<file path="src/rtl/scb_pkg.sv">
package scb_pkg;

  typedef enum logic [1:0] {
    SLOT_SET = 2'd0,
    SLOT_CLR = 2'd1,
    SLOT_RD  = 2'd2
  } slot_e;

  localparam int SLOTS_PER_REG = 3;

  // Word offset of one alias of register idx.
  function automatic int slot_offset(input int idx, input slot_e slot);
    slot_offset = idx * SLOTS_PER_REG + int'(slot);
  endfunction

endpackage

</file>
<file path="src/rtl/scb_rst_sync.sv">
module scb_rst_sync (
  input  logic clk,
  input  logic rst_n,
  output logic rst_q_n
);

  logic stage1_q;
  logic stage2_q;

  always_ff @(posedge clk or negedge rst_n) begin
    if (!rst_n) begin
      stage1_q <= 1'b0;
      stage2_q <= 1'b0;
    end else begin
      stage1_q <= 1'b1;
      stage2_q <= stage1_q;
    end
  end

  assign rst_q_n = stage2_q;

endmodule

</file>
<file path="src/rtl/scb_decode.sv">
module scb_decode
  import scb_pkg::*;
#(
  parameter int NUM_REGS = 4,
  parameter int ADDR_W   = 6
) (
  input  logic [ADDR_W-1:0]   addr,
  input  logic                we,
  output logic [NUM_REGS-1:0] set_sel,
  output logic [NUM_REGS-1:0] clr_sel,
  output logic [NUM_REGS-1:0] rd_sel
);

  for (genvar gi = 0; gi < NUM_REGS; gi++) begin : g_slot
    localparam logic [ADDR_W-1:0] SET_A = ADDR_W'(slot_offset(gi, SLOT_SET));
    localparam logic [ADDR_W-1:0] CLR_A = ADDR_W'(slot_offset(gi, SLOT_CLR));
    localparam logic [ADDR_W-1:0] RD_A  = ADDR_W'(slot_offset(gi, SLOT_RD));

    always_comb begin
      set_sel[gi] = we && (addr == SET_A);
      clr_sel[gi] = we && (addr == CLR_A);
      rd_sel[gi]  = (addr == RD_A);
    end
  end

endmodule

</file>
<file path="src/rtl/scb_cell.sv">
module scb_cell #(
  parameter int DATA_W = 16
) (
  input  logic              clk,
  input  logic              rst_n,
  input  logic              set_en,
  input  logic              clr_en,
  input  logic [DATA_W-1:0] wdata,
  input  logic [DATA_W-1:0] hw_set,
  output logic [DATA_W-1:0] q
);

  logic [DATA_W-1:0] q_r;
  logic [DATA_W-1:0] q_d;
  logic [DATA_W-1:0] set_mask;
  logic [DATA_W-1:0] clr_mask;
  logic              upd_en;

  // Next state: software clear first, then the hardware set on top of it.
  always_comb begin
    set_mask = set_en ? wdata : '0;
    clr_mask = clr_en ? wdata : '0;
    q_d      = ((q_r | set_mask) & ~clr_mask) | hw_set;
    upd_en   = set_en || clr_en || (|hw_set);
  end

  always_ff @(posedge clk or negedge rst_n) begin
    if (!rst_n) begin
      q_r <= '0;
    end else if (upd_en) begin
      q_r <= q_d;
    end
  end

  assign q = q_r;

endmodule

</file>
<file path="src/rtl/scb_rdmux.sv">
module scb_rdmux #(
  parameter int NUM_REGS = 4,
  parameter int DATA_W   = 16
) (
  input  logic [NUM_REGS-1:0]        rd_sel,
  input  logic [NUM_REGS*DATA_W-1:0] regs,
  output logic [DATA_W-1:0]          data
);

  // AND-OR select; an unselected or write-only address yields zero.
  always_comb begin
    data = '0;
    for (int i = 0; i < NUM_REGS; i++) begin
      data = data | (regs[i*DATA_W +: DATA_W] & {DATA_W{rd_sel[i]}});
    end
  end

endmodule

</file>
<file path="src/rtl/scb_bank.sv">
module scb_bank #(
  parameter int NUM_REGS = 4,
  parameter int DATA_W   = 16,
  parameter int ADDR_W   = 6
) (
  input  logic                       clk,
  input  logic                       rst_n,
  input  logic [ADDR_W-1:0]          bus_addr,
  input  logic [DATA_W-1:0]          bus_wdata,
  input  logic                       bus_we,
  output logic [DATA_W-1:0]          bus_rdata,
  input  logic [NUM_REGS*DATA_W-1:0] hw_set,
  output logic [NUM_REGS*DATA_W-1:0] reg_out
);

  localparam int FLAT_W = NUM_REGS * DATA_W;

  logic                rst_q_n;
  logic [NUM_REGS-1:0] set_sel;
  logic [NUM_REGS-1:0] clr_sel;
  logic [NUM_REGS-1:0] rd_sel;
  logic [FLAT_W-1:0]   regs_flat;
  logic [DATA_W-1:0]   rdata_d;
  logic [DATA_W-1:0]   rdata_q;

  scb_rst_sync u_rst (
    .clk     (clk),
    .rst_n   (rst_n),
    .rst_q_n (rst_q_n)
  );

  scb_decode #(
    .NUM_REGS (NUM_REGS),
    .ADDR_W   (ADDR_W)
  ) u_dec (
    .addr    (bus_addr),
    .we      (bus_we),
    .set_sel (set_sel),
    .clr_sel (clr_sel),
    .rd_sel  (rd_sel)
  );

  for (genvar gi = 0; gi < NUM_REGS; gi++) begin : g_reg
    scb_cell #(
      .DATA_W (DATA_W)
    ) u_cell (
      .clk    (clk),
      .rst_n  (rst_q_n),
      .set_en (set_sel[gi]),
      .clr_en (clr_sel[gi]),
      .wdata  (bus_wdata),
      .hw_set (hw_set[gi*DATA_W +: DATA_W]),
      .q      (regs_flat[gi*DATA_W +: DATA_W])
    );
  end

  scb_rdmux #(
    .NUM_REGS (NUM_REGS),
    .DATA_W   (DATA_W)
  ) u_rd (
    .rd_sel (rd_sel),
    .regs   (regs_flat),
    .data   (rdata_d)
  );

  always_ff @(posedge clk or negedge rst_q_n) begin
    if (!rst_q_n) begin
      rdata_q <= '0;
    end else begin
      rdata_q <= rdata_d;
    end
  end

  assign bus_rdata = rdata_q;
  assign reg_out   = regs_flat;

endmodule

</file>
<file path="config.mk">
export PLATFORM = sky130hd
export DESIGN_NAME = scb_bank
export DESIGN_NICKNAME = d
export VERILOG_FILES = /design/src/rtl/scb_pkg.sv /design/src/rtl/scb_rst_sync.sv /design/src/rtl/scb_decode.sv /design/src/rtl/scb_cell.sv /design/src/rtl/scb_rdmux.sv /design/src/rtl/scb_bank.sv
export SDC_FILE = /design/constraint.sdc
export NUM_CORES = 1
export LEC_CHECK = 0
export ABC_AREA = 1
export BUFFER_PORTS_ARGS = -buffer_cell sky130_fd_sc_hd__buf_2
export CAP_MARGIN = 0
export CORE_ASPECT_RATIO = 1.1
export CORE_UTILIZATION = 35
export CTS_CLUSTER_DIAMETER = 100
export CTS_CLUSTER_SIZE = 40
export DETAILED_ROUTE_END_ITERATION = 10
export GPL_TIMING_DRIVEN = 0
export PLACE_DENSITY_LB_ADDON = 0.08
export SYNTH_ARGS = -nofsm -noshare
export SYNTH_HDL_FRONTEND = slang
export SYNTH_SLANG_ARGS = --single-unit
</file>
<file path="constraint.sdc">
create_clock -name clk -period 3 [get_ports clk]
set_input_delay 0.15 -clock clk [delete_from_list [all_inputs] [get_ports clk]]
set_output_delay 0.15 -clock clk [all_outputs]
set_load 0.05 [all_outputs]
</file>
==> flow_metrics.env <==
export IMPL_status="finished, final reports clean"
export IMPL_synthTopCellsByArea="dfrtp_1 42%, nand2_1 24%, inv_1 11%"
export IMPL_synth_edf_count=0
export IMPL_synth_warning_count=0
export IMPL_synthesis_area_um2=4830
export IMPL_drt_wl_total_um=15600
export IMPL_ys_ff_latch=82
export IMPL_yosysUniqueCellTypes=19
export IMPL_avgRoutedWirePerCell_um=13.6
export IMPL_cp_required_ns=2.85
export IMPL_avgSynthCellArea_um2=6.56
export IMPL_first_pass_iters=5
export IMPL_hold_viol_final=0
export IMPL_fin_skew_ns=0.00493
export IMPL_hold_buffers=54
export IMPL_ys_async_sr_fraction_pct=100
export IMPL_grt_pass1_wl_um=24500
export IMPL_cp_arrival_ns=1.03
export IMPL_power_internal_mw=1.91
export IMPL_p_per_area_nw_per_um2=382
export IMPL_io_buffers=152
export IMPL_finalCriticalPeriod_ns=1.18
export IMPL_grt_overflow=0
export IMPL_synth_top_area_share_pct=42.5
export IMPL_die_width_um=114
export IMPL_syn_num_nets=826
export IMPL_total_power_mw=2.55
export IMPL_cp_cell_sequence="buf_2"
export IMPL_drive_above_1_share_pct=24.7
export IMPL_p_switching_mw=0.646
export IMPL_start_kind="flip-flop"
export IMPL_timing_fmax_mhz=851
export IMPL_clkSinkCount=82
export IMPL_viasPerCell=4.43
export IMPL_ios=169
export IMPL_vias=5063
export IMPL_initial_core_util_pct=36.3
export IMPL_final_antenna_net_count=0
export IMPL_die_area_um2=14300
export IMPL_synth_common_cells="305 x nand2_1, 148 x inv_1, 83 x nand3_1"
export IMPL_gp_congestion=0.845
export IMPL_dp_hpwl_um=11100
export IMPL_hold_path_class="primary input to flip-flop"
export IMPL_rows=44
export IMPL_setup_ws_ns=1.82
export IMPL_pwr_share_seq_pct=44.4
export IMPL_slew_violations=0
export IMPL_syn_to_final_growth_pct=38.3
export IMPL_finalSetupViolations=0
export IMPL_cp_slowest_stage_delay_ns=0.39
export IMPL_final_nets=1044
export IMPL_cts_setup_buffers=0
export IMPL_p_leak_nw=4.00
export IMPL_root_buffer="clkbuf_16"
export IMPL_rsz0062_at_grt="false"
export IMPL_drv_cap=0
export IMPL_gr_usage_all_layers_pct=22.8
export IMPL_coreArea_um2=13300
export IMPL_finalCritPeriodShare_pct=39.2
export IMPL_power_frac_comb_pct=12.4
export IMPL_yosysTopAreaCell="dfrtp_1"
export IMPL_crit_slowest_cell="dfrtp_1"
export IMPL_synth_cells=737
export IMPL_critPathCaptureType="output pin"
export IMPL_drc=0
export IMPL_vdd_drop_max_mv=0.243
export IMPL_cts_tree="done"
export IMPL_crit_family="flip-flops"
export IMPL_antenna_found_initial=0
export IMPL_synthFlopType="dfrtp_1"
export IMPL_drt_iter0_markers=182
export IMPL_grt_pass1_vias=4970
export IMPL_ys_seq_area_share_pct=42.5
export IMPL_clk_pin_slew_worst_paths_ns=0.06
export IMPL_clockBufferDepth=2
export IMPL_crit_buf_inv=1
export IMPL_post_place_ws_ns=1.49
export IMPL_clock_power_share_pct=43.2
export IMPL_die_h_um=125
export IMPL_path_class="flip-flop to output pin"
export IMPL_cts_resized=0
export IMPL_insertion_delay_ns=0.34
export IMPL_cp_max_fo=3
export IMPL_insertedDiodeCount=0
export IMPL_switching_share_pct=25.3
export IMPL_synth_most_common_cell="nand2_1"
export IMPL_cts_buffers=9
export IMPL_grt_max_degree=48
export IMPL_htreeDepth=3
==> metal layers <==
layer  GRT usage, %  vias up  share of wire, %
li1               -     2552                 -
met1           28.5     2282                44
met2           36.9      199                46
met3           4.46       30               5.9
met4           12.0        0               3.6
met5              0        -                 0
==> cell families (layout without fill, tap and decap cells) <==
logic type    count (synthesis)  count (layout)  synth area share, %
other cells                   1               1               0.0776
simple gates                461             461                 40.9
buf+inv                     193             415                 16.6
flops                        82              82                 42.5
==> flip-flops by register name (all words and copies together), names as in the netlist <==
| register | flops |
|---|---|
| g.u_cell.q | 64 |
| u_rst.stage1_q | 1 |
| bus_rdata | 16 |
| u_rst.rst_q_n | 1 |
==> final timing paths <==
check / startpoint / endpoint / slack (ns) / cells past startpoint
hold / removal: hw_set[32] / g_reg[2].u_cell.q[0] / 0.008 / 3
setup reg to reg: u_rst.rst_q_n / bus_rdata[10] / 2.11 / 1
min in group asynchronous: rst_n / u_rst.rst_q_n / 0.12 / 2
hold reg to reg: u_rst.rst_q_n / g_reg[1].u_cell.q[8] / 0.29 / 0
setup / recovery: g_reg[3].u_cell.q[6] / reg_out[54] / 1.82 / 1
max in group asynchronous: u_rst.rst_q_n / bus_rdata[10] / 2.11 / 1
==> final cells by class <==
class                   instances  area [um2]
inverters                     157         592
plain buffers                  36         210
multi-input cells             462        1980
well taps                     184         230
repair buffers                207        1330
fillers                      1393        6640
clock buffers                  12         246
clock inverters                 3        40.0
flip-flops and latches         82        2060
==> power groups by stage <==
stage	logic [mW]	clock network, mW	registers, mW
final	0.317	1.10	1.13
after global routing	0.346	1.19	1.14
after CTS	0.317	1.14	1.13
after detailed placement	0.263	0	1.15
after global placement	0.242	0	1.17
after floorplan	0.105	0	1.20
==> through the flow <==
step / hold slack (ns) / std cells / TNS (ns) / utilization (%) / cell area, um2
final: 0.00792 / 1143 / 0 / 50.2 / 6680
after global routing: 0.00871 / 1143 / 0 / 50.2 / 6680
after CTS: 0.00122 / 1143 / 0 / 50.2 / 6680
after detailed placement: -0.0616 / 1074 / 0 / 43.9 / 5850
after global placement: -0.0646 / 1073 / -48.84 / 43.7 / 5820
after floorplan: -0.146 / 737 / 0 / - / 4830
==> layout by cell type (no fill, tap or decap), types with 3 or more instances in the layout <==
cell and n:
clkbuf_16 9, inv_2 8, nor2_8 3, dlygate4sd3_1 54
nor2_4 6, clkbuf_1 4, buf_2 175, nand2_2 15
nor2_1 45, nand2_1 305, inv_1 148, clkbuf_2 4
buf_4 4, dfrtp_1 81, nand3_1 83, nor2_2 3
Power figures use the tool's default switching activity.
